## src/rtl/spr_pkg.sv

```systemverilog
package spr_pkg;

  typedef enum logic [2:0] {
    ST_IDLE,
    ST_SETUP,
    ST_SHIFT,
    ST_GAP,
    ST_DRAIN
  } rdState_t;

  // strobes from control to datapath, valid in the cycle they are high
  typedef struct packed {
    logic sampleBit;  // rising sclk edge this cycle: take miso
    logic emit;       // gap finished: publish assembled byte
    logic last;       // published byte closes the packet
    logic abort;      // packet closed by the byte limit
  } rdStrobe_t;

endpackage

```

## src/rtl/spr_ctrl.sv

```systemverilog
module spr_ctrl
  import spr_pkg::*;
#(
  parameter int SCLK_HALF_CYC = 200,
  parameter int SETUP_CYC     = 10000,
  parameter int GAP_CYC       = 10000,
  parameter int MAX_BYTES     = 64,
  parameter int BYTE_W        = 8,
  parameter int SYNC_STAGES   = 2
) (
  input  logic      clk,
  input  logic      rstN,
  input  logic      atnN,
  output logic      ssN,
  output logic      sclk,
  output rdStrobe_t strobe
);

  localparam int MAXA  = (SETUP_CYC > GAP_CYC) ? SETUP_CYC : GAP_CYC;
  localparam int MAXC  = (MAXA > SCLK_HALF_CYC) ? MAXA : SCLK_HALF_CYC;
  localparam int CNT_W = $clog2(MAXC + 1);
  localparam int BIT_W = (BYTE_W > 1) ? $clog2(BYTE_W) : 1;
  localparam int BC_W  = $clog2(MAX_BYTES + 1);

  localparam logic [CNT_W-1:0] HALF_END  = CNT_W'(SCLK_HALF_CYC - 1);
  localparam logic [CNT_W-1:0] SETUP_END = CNT_W'(SETUP_CYC - 1);
  localparam logic [CNT_W-1:0] GAP_END   = CNT_W'(GAP_CYC - 1);
  localparam logic [BIT_W-1:0] BIT_END   = BIT_W'(BYTE_W - 1);
  localparam logic [BC_W-1:0]  BYTE_LIM  = BC_W'(MAX_BYTES);

  rdState_t         state;
  logic [CNT_W-1:0] tick;
  logic [BIT_W-1:0] bitCnt;
  logic [BC_W-1:0]  byteCnt;
  logic [SYNC_STAGES-1:0] atnPipe;
  logic             atnLowS;
  logic             atLimit;

  // attention synchronizer, reset to "not requesting"
  always_ff @(posedge clk) begin
    if (!rstN) atnPipe <= '1;
    else       atnPipe <= {atnPipe[SYNC_STAGES-2:0], atnN};
  end
  assign atnLowS = !atnPipe[SYNC_STAGES-1];
  assign atLimit = (byteCnt == BYTE_LIM);

  always_comb begin
    strobe.sampleBit = (state == ST_SHIFT) && (tick == HALF_END) && !sclk;
    strobe.emit      = (state == ST_GAP) && (tick == GAP_END);
    strobe.last      = !atnLowS || atLimit;
    strobe.abort     = atnLowS && atLimit;
  end

  always_ff @(posedge clk) begin
    if (!rstN) begin
      state   <= ST_IDLE;
      tick    <= '0;
      bitCnt  <= '0;
      byteCnt <= '0;
      ssN     <= 1'b1;
      sclk    <= 1'b1;
    end else begin
      unique case (state)
        ST_IDLE: begin
          ssN  <= 1'b1;
          sclk <= 1'b1;
          if (atnLowS) begin
            state   <= ST_SETUP;
            ssN     <= 1'b0;
            tick    <= '0;
            byteCnt <= '0;
          end
        end
        ST_SETUP: begin
          if (tick == SETUP_END) begin
            state  <= ST_SHIFT;
            tick   <= '0;
            bitCnt <= '0;
          end else tick <= tick + 1'b1;
        end
        ST_SHIFT: begin
          if (tick == HALF_END) begin
            tick <= '0;
            sclk <= !sclk;
            if (!sclk) begin
              if (bitCnt == BIT_END) begin
                state   <= ST_GAP;
                byteCnt <= byteCnt + 1'b1;
              end else bitCnt <= bitCnt + 1'b1;
            end
          end else tick <= tick + 1'b1;
        end
        ST_GAP: begin
          if (tick == GAP_END) begin
            tick <= '0;
            if (!atnLowS) begin
              state <= ST_IDLE;
              ssN   <= 1'b1;
            end else if (atLimit) begin
              state <= ST_DRAIN;
              ssN   <= 1'b1;
            end else begin
              state  <= ST_SHIFT;
              bitCnt <= '0;
            end
          end else tick <= tick + 1'b1;
        end
        ST_DRAIN: begin
          ssN  <= 1'b1;
          sclk <= 1'b1;
          if (!atnLowS) state <= ST_IDLE;
        end
        default: state <= ST_IDLE;
      endcase
    end
  end

  AST_SCLK_PARKED: assert property (@(posedge clk) disable iff (!rstN)
    ssN |-> sclk);
  AST_SELECT_NEEDS_ATN: assert property (@(posedge clk) disable iff (!rstN)
    $fell(ssN) |-> $past(atnLowS));
  AST_SAMPLE_ON_RISE: assert property (@(posedge clk) disable iff (!rstN)
    strobe.sampleBit |=> ($rose(sclk) && !ssN));
  AST_BYTE_LIMIT: assert property (@(posedge clk) disable iff (!rstN)
    byteCnt <= BYTE_LIM);
  AST_DRAIN_RELEASED: assert property (@(posedge clk) disable iff (!rstN)
    (state == ST_DRAIN) |-> (ssN && !strobe.emit));

endmodule

```

## src/rtl/spr_datapath.sv

```systemverilog
module spr_datapath
  import spr_pkg::*;
#(
  parameter int BYTE_W = 8
) (
  input  logic              clk,
  input  logic              rstN,
  input  logic              miso,
  input  rdStrobe_t         strobe,
  output logic              outValid,
  output logic [BYTE_W-1:0] outData,
  output logic              outLast,
  output logic              outAbort
);

  logic [BYTE_W-1:0] shiftReg;

  // MSB arrives first, so new bits enter at the bottom
  always_ff @(posedge clk) begin
    if (!rstN) shiftReg <= '0;
    else if (strobe.sampleBit) shiftReg <= {shiftReg[BYTE_W-2:0], miso};
  end

  always_ff @(posedge clk) begin
    if (!rstN) begin
      outValid <= 1'b0;
      outData  <= '0;
      outLast  <= 1'b0;
      outAbort <= 1'b0;
    end else begin
      outValid <= strobe.emit;
      if (strobe.emit) begin
        outData  <= shiftReg;
        outLast  <= strobe.last;
        outAbort <= strobe.abort;
      end
    end
  end

  AST_VALID_PULSE: assert property (@(posedge clk) disable iff (!rstN)
    outValid |=> !outValid);
  AST_ABORT_MARKS_LAST: assert property (@(posedge clk) disable iff (!rstN)
    (outValid && outAbort) |-> outLast);

endmodule

```

## src/rtl/spi_packet_reader.sv

```systemverilog
module spi_packet_reader #(
  parameter int SCLK_HALF_CYC = 200,
  parameter int SETUP_CYC     = 10000,
  parameter int GAP_CYC       = 10000,
  parameter int MAX_BYTES     = 64,
  parameter int BYTE_W        = 8,
  parameter int SYNC_STAGES   = 2
) (
  input  logic              clk,
  input  logic              rstN,
  input  logic              atnN,
  input  logic              miso,
  output logic              ssN,
  output logic              sclk,
  output logic              outValid,
  output logic [BYTE_W-1:0] outData,
  output logic              outLast,
  output logic              outAbort
);

  spr_pkg::rdStrobe_t strobe;

  spr_ctrl #(
    .SCLK_HALF_CYC(SCLK_HALF_CYC),
    .SETUP_CYC    (SETUP_CYC),
    .GAP_CYC      (GAP_CYC),
    .MAX_BYTES    (MAX_BYTES),
    .BYTE_W       (BYTE_W),
    .SYNC_STAGES  (SYNC_STAGES)
  ) uCtrl (
    .clk   (clk),
    .rstN  (rstN),
    .atnN  (atnN),
    .ssN   (ssN),
    .sclk  (sclk),
    .strobe(strobe)
  );

  spr_datapath #(
    .BYTE_W(BYTE_W)
  ) uData (
    .clk     (clk),
    .rstN    (rstN),
    .miso    (miso),
    .strobe  (strobe),
    .outValid(outValid),
    .outData (outData),
    .outLast (outLast),
    .outAbort(outAbort)
  );

endmodule

```

## config.mk

```make
export PLATFORM = sky130hd
export DESIGN_NAME = spi_packet_reader
export DESIGN_NICKNAME = d
export VERILOG_FILES = /design/src/rtl/spr_pkg.sv /design/src/rtl/spr_ctrl.sv /design/src/rtl/spr_datapath.sv /design/src/rtl/spi_packet_reader.sv
export SDC_FILE = /design/constraint.sdc
export NUM_CORES = 1
export LEC_CHECK = 0
export ABC_AREA = 1
export BUFFER_PORTS_ARGS = -buffer_cell sky130_fd_sc_hd__buf_4
export CELL_PAD_IN_SITES_DETAIL_PLACEMENT = 1
export CELL_PAD_IN_SITES_GLOBAL_PLACEMENT = 2
export CORE_UTILIZATION = 34
export CTS_CLUSTER_SIZE = 30
export DETAILED_ROUTE_END_ITERATION = 10
export PLACE_DENSITY_LB_ADDON = 0.1
export SYNTH_ARGS = -nofsm -noshare
export SYNTH_HDL_FRONTEND = slang
export SYNTH_SLANG_ARGS = --single-unit
```

## constraint.sdc

```tcl
create_clock -name clk -period 1.8 [get_ports clk]
set_input_delay 0.09 -clock clk [delete_from_list [all_inputs] [get_ports clk]]
set_output_delay 0.09 -clock clk [all_outputs]
set_load 0.01 [all_outputs]
```

### After elaboration in Yosys (flattened, before gate mapping)

Cells that the tools add are included.
Widths: inputs -> output; s select.

| storage, ports and cells | value |
|---|---|
| word-level logic and storage cells | 89 |
| output and inout port bits | 13 |
| input port bits | 4 |
| flip-flop bits (word level) | 50 |

| cells by class | value |
|---|---|
| add/sub/neg operators | 3 |
| muxes and demuxes | 34 |
| reductions and logical operators | 21 |
| eq/ne operators | 19 |

Operators by type and width:

| cell | count |
|---|---|
| $mux 3 | 16 |
| $mux 14 | 3 |
| $pmux 14 s3 | 1 |
| $mux 7 | 4 |
| $ne 2x2->1 const B | 8 |
| $pmux 3 s5 | 1 |
| $add 14x1->14 const B | 1 |
| $eq 14x14->1 const B | 1 |
| $eq 14x8->1 const B | 1 |
| $pmux 7 s2 | 1 |
| $pmux 3 s3 | 1 |
| $reduce_bool 3->1 | 3 |
| $reduce_and 8->1 | 1 |
| $add 7x1->7 const B | 1 |
| $eq 7x7->1 const B | 1 |
| $reduce_and 7->1 | 1 |
| $eq 3x2->1 const B | 2 |
| $eq 3x3->1 const B | 2 |
| $mux 1 | 5 |
| $reduce_and 5->1 | 1 |
| $logic_and 1x1->1 | 4 |
| $ne 2x1->1 const B | 2 |
| $reduce_and 2->1 | 2 |
| $reduce_bool 2->1 | 2 |
| 10 further kinds | 12 |

### Logic depth before layout (Yosys ltp)

| logic depth | value |
|---|---|
| depth in word-level cells | 5 |
| depth in mapped cells | 13 |
| depth with buffers taken out | 12 |

### Hierarchy

From an unflattened synthesis, not the netlist that was laid out.

| unflattened totals | value |
|---|---|
| cell total of the unflattened synthesis | 380 |
| area total of the unflattened synthesis | 2,575.0 um^2 |

By module, submodules not included:

| module | sequential area each (um^2) | instances | area each (um^2) | cells an instance |
|---|---|---|---|---|
| spr_ctrl | 620.6 | 1 | 1,814.2 | 270 |
| spr_datapath | 380.4 | 1 | 760.7 | 110 |

### Worst setup path before layout

OpenSTA, ideal clock, no wires.

| timing path | value |
|---|---|
| path kind | register to register |
| start | register uCtrl.tick[0] |
| end | register uCtrl.tick[10] |
| slack | 0.351 ns |
| clock period less this slack | 1.449 ns |
| arrival | 1.333 ns |
| required time | 1.684 ns |
| path buffers | 0 |
| cell stages (with the launch flop) | 11 |
| library setup time | 0.116 ns |
| cell sequence | dfxtp_1 ha_1 nand3_1 nor2_1 nand2_1 nand2_1 nand2_4 inv_4 nand2_4 nand2_4 nor2_1 |

| on the way | value |
|---|---|
| word-level cells in the longest chain between the ends | 3 |
| elaborated cells on any way between the ends | 6 |
| classes of those cells | add/sub (1); eq/ne (2); mux (3) |

Ends and longest elaborated chain:

| element | line | RTL |
|---|---|---|
| start, declared | spr_ctrl.sv:32 | `logic [CNT_W-1:0] tick;` |
| start signal, assigned | spr_ctrl.sv:79 | `end else tick <= tick + 1'b1;` |
| start signal, assigned | spr_ctrl.sv:91 | `end else tick <= tick + 1'b1;` |
| start signal, assigned | spr_ctrl.sv:106 | `end else tick <= tick + 1'b1;` |
| $add 14x1->14, or another cell as far along | spr_ctrl.sv:79, spr_ctrl.sv:91, spr_ctrl.sv:106 |  |
| $mux 14 (on tied branches) | spr_ctrl.sv:75, spr_ctrl.sv:94, spr_ctrl.sv:82 |  |
| $pmux 14 s3 * | spr_ctrl.sv:63 | `unique case (state)` |

Every way passes the cells marked *; elsewhere a longest branch is shown, timed or not.
A chain may end at the register's enable or synchronous reset.

### Worst setup path after layout

| timing path | value |
|---|---|
| start | register uCtrl.bitCnt[0] |
| end | register uCtrl.byteCnt[1] |

| on the way | value |
|---|---|
| word-level cells in the longest chain between the ends | 3 |

Ends and longest elaborated chain:

| element | line | RTL |
|---|---|---|
| start, declared | spr_ctrl.sv:33 | `logic [BIT_W-1:0] bitCnt;` |
| start signal, assigned | spr_ctrl.sv:89 | `end else bitCnt <= bitCnt + 1'b1;` |
| $eq 3x3->1 | spr_ctrl.sv:86 | `if (bitCnt == BIT_END) begin` |
| $ne 2x2->1 (no source line) | -- |  |
| $reduce_and 5->1 (no source line) | -- |  |
| end signal, assigned | spr_ctrl.sv:88 | `byteCnt <= byteCnt + 1'b1;` |
| end, declared | spr_ctrl.sv:34 | `logic [BC_W-1:0] byteCnt;` |

No other way between the ends.

==> summary.md <==
| Metric | Value |
|---|---|
| Outcome | finished clean |
| Final HPWL DP | about 4.7 mm |
| Crit path required time | slightly above 2000 ps |
| Share of synthesized registers carrying an async set or reset | 0% |
| DRC viols | 0 |
| Worst Skew | 9.28 ps |
| RSZ-0062 raised after global routing | false |
| Cts bufs inserted | 5 |
| Pin count of the biggest net entering global routing | 29 |
| Vias in the first global route | approximately 2200 |
| Cells traversed along the worst timing path | ha_1 > ha_1 > o21ai_0 > nor2_4 > nand2_2 > nand2_1 > a21oi_1 |
| Number of cells traversed by the worst register-to-register path | 7 |
| Max Buffers Root-to-Sink | 2 |
| Place WS | a little under 30 ps |
| Hold path start | miso |
| GP Congestion | approximately 0.75 |
| Number of distinct standard cells referenced by the synthesized netlist | 31 |
| Top cells by area in the synthesized netlist | dfxtp_1 (40%), nand2_1 (10%), inv_1 (6.3%) |
| Routed vias/inst | around 4.8 |
| Number of port buffers | 16 |
| Reg-to-reg startpoint | uCtrl.bitCnt[0] |
| Maximum vdd ir drop | approximately 500 uV |
| Boundary pin count | 17 |
| Final worst-path cycle share | 91.5% |
| First-pass GRT wire length | 10.8 mm |
| Capturing element of the worst setup path | uCtrl.byteCnt[1] |
| DR iter-0 viols | 41 |
| WL final | about 6.3 mm |
| Syn Area/Cell | between 7 and 8 um^2 |
| Area used by multi-input combinational logic | 1310 um^2 |
| Synthesized Nets | 360 |
| Critical path origin | uCtrl.bitCnt[0] |
| Post-route design area | 2900 um^2 |
| EDFF count, synth | 0 |
| Cells after Synth | ~350 |
| Synth Flop Type | dfxtp_1 |
| Number of sinks driven by the clock tree | 50 |
| Startpoint class of the critical path | flip-flop |
| Diode insertion count for antenna repair | 0 |
| Sw Pwr | 0.00142 W |
| Core region area | 6980 um^2 |
| Antenna viol nets, final | 0 |
| GRT Resource Usage Total | between 10% and 20% |
| DIE AREA | between 7000 and 8000 um^2 |
| Setup TNS | 0 ps |
| PwrDens | approximately 1200 nW/um^2 |
| Timing-limited maximum frequency | approximately 0.61 GHz |
| Leading cell types by count after synthesis | nand2_1 (70), dfxtp_1 (50), inv_1 (42) |
| Clock latency reported for the late side of the worst-skew pair | approximately 310 ps |
| Power share of the clock group | 20.0% |
| Overall die height | between 80 and 90 um |
| CTS H-Tree Depth | 2 |
| Rel. slew slack | between 60% and 70% |
| Number of slew-limit violations in the final report | 0 |
| Slew at the pin closest to its max-slew limit | between 500 and 600 ps |
| Switching Fraction | 42.4% |
| Worst setup margin | ~150 ps |
| Cell Int Power | around 0.0019 W |
| Number of endpoints with negative hold slack in the final report | 0 |
| Sequential area share after synthesis | between 30% and 40% |
| Maximum fanout count along the critical path | 8 |
| Reported max-cap violation count | 0 |
| Grt total ovfl | 0 |
| Sequential share of power | between 30% and 40% |
| DRT Pass-1 Iters | 4 |
| Final setup viols | 0 |
| Reg-to-reg setup timing slack | 150 ps |
| Final-stage net count | about 380 |
| Final critical-path required period | roughly 1600 ps |
| Count of filler cells inserted in the layout | approximately 920 |
| Area of placed instances | about 2700 um^2 |
| Number of warnings reported in the yosys synthesis log | 0 |
| Std-Cell Rows | 30 |
| Average routed wire per standard cell | 13.4 um |
| Horizontal extent of the die | 88.0 um |
| Overall via count from detail_route | around 2200 |
| Share of total power in combinational logic | 41.2% |
| Antenna violations before repair | 0 |
| CP Capture Type | flip-flop |
| Post-route total power | about 0.0033 W |
| Library cell appearing most often on the critical path | ha_1 |
| Starting density of the core | a little over a third |
| Clock root buffer | clkbuf_8 |
| Clock-pin slew on the worst setup and hold paths | approximately 100 ps |
| Netlist Area Pre-Place | 2510 um^2 |
| Endpoint of the worst register-to-register path | uCtrl.byteCnt[1] |
| Classification of the worst-slack hold path | in -> reg |
| Number of synthesized register bits | 50 |
| CP arrival | about 1900 ps |
| Cell with the biggest individual delay on the critical path | dfxtp_1 |
| Clock tree from TritonCTS | built |
| Maximum cell stage delay along the critical path | roughly 340 ps |
| Top cell type's share of synthesized area | ~40% |
| Type of the worst setup path | reg -> reg |
| Layout area overhead | 15.4% |
| Leakage component of the power | approximately 1.2 nW |
| Fin Hold WS | ~56 ps |
| Area leader, netlist | dfxtp_1 |
| Most frequent cell after synthesis | nand2_1 |
| Share of layout cells above drive strength 1 | about 18% |
| Seq. cell area | around 1000 um^2 |
state kept, by name, summed over array words and instances, names as in the netlist:
signal and flops:
uCtrl.tick 14, uData.outData 8, uData.shiftReg 8, uCtrl.byteCnt 7
uCtrl.bitCnt 3, uCtrl.state 3, uCtrl.atnPipe 2, uCtrl.sclk 1
uCtrl.ssN 1, uData.outAbort 1, uData.outLast 1, uData.outValid 1
routing by layer:
metal	vias up	wire (um)	global-route usage, %
li1	1173	-	-
met3	9	143	3.49
met1	1036	3190	24.5
met4	0	133	5.96
met2	23	2840	29.7
met5	-	0	0
layout by cell type, fill, tap and decap left out, drive strengths merged:
cell type,synthesis,layout
buf,3,22
xnor2,1,1
nor3,1,1
nand3,30,30
or2,4,4
nand2,78,78
o211ai,2,2
ha,5,5
clkinv,0,2
nand3b,1,1
clkbuf,4,5
nand4,9,9
o21ai,26,26
inv,48,48
a21oi,33,33
o22ai,1,1
xor2,8,8
nor2,47,47
dlygate4sd3,0,1
clkinvlp,0,1
dfxtp,50,50
worst min path at each step:
stage | end | depth (start not counted)
final | uData.shiftReg[0] | 3
after global routing | uData.shiftReg[0] | 3
after CTS | uData.shiftReg[0] | 3
after detailed placement | uCtrl.atnPipe[0] | 2
after global placement | uCtrl.atnPipe[0] | 2
after floorplan | uCtrl.atnPipe[0] | 1
cell families after synthesis:
| group | count (synthesis) | synth area share, % |
|---|---|---|
| DFF | 50 | 39.8 |
| xor gates and xnor gates | 9 | 3.14 |
| adders and majority gates | 5 | 2.49 |
| buffers and inverters | 55 | 8.91 |
| AOI/OAI and AO/OA | 62 | 13.3 |
| and+or+nand+nor | 170 | 32.3 |
final cells by class:
class / count / share of cell area [%]
well taps: 96 / 4.14
clock inverters: 3 / 0.733
inverters: 48 / 6.64
clock buffers: 5 / 2.37
multi-input cells: 246 / 45.0
repair buffers: 23 / 6.47
flip-flops and latches: 50 / 34.6
through the flow:
step | utilization, % | std cells
after global placement | 39.4 | 460
after CTS | 40.8 | 469
after detailed placement | 39.4 | 460
after global routing | 41.5 | 471
after floorplan | - | 351
final | 41.5 | 471
power by group through the flow:
| stage | clock (W) | combinational [W] | sequential [W] |
|---|---|---|---|
| CTS | 0.000708 | 0.00128 | 0.00129 |
| global route | 0.000755 | 0.00154 | 0.00131 |
| global placement | 0 | 0.00125 | 0.00131 |
| floorplan | 0 | 0.000970 | 0.00129 |
| finish | 0.000669 | 0.00138 | 0.00130 |
| detailed placement | 0 | 0.00127 | 0.00131 |
worst max-delay path, delay by kind of cell, from the launching register on:
family          cells  cell delay [ps]
fa+ha+maj           2              420
compound gates      2              440
simple gates        3              390
flops               1              340
repair_timing:
| action | 4_1_cts | 5_1_grt |
|---|---|---|
| hold buffers | 1 | 0 |
| gates resized for setup | 0 | 9 |
| setup buffers | 0 | 2 |
| setup endpoints to repair | 0 | 33 |
| hold endpoints to repair | 1 | 0 |
Note: power is estimated with default switching activity, not from simulation.
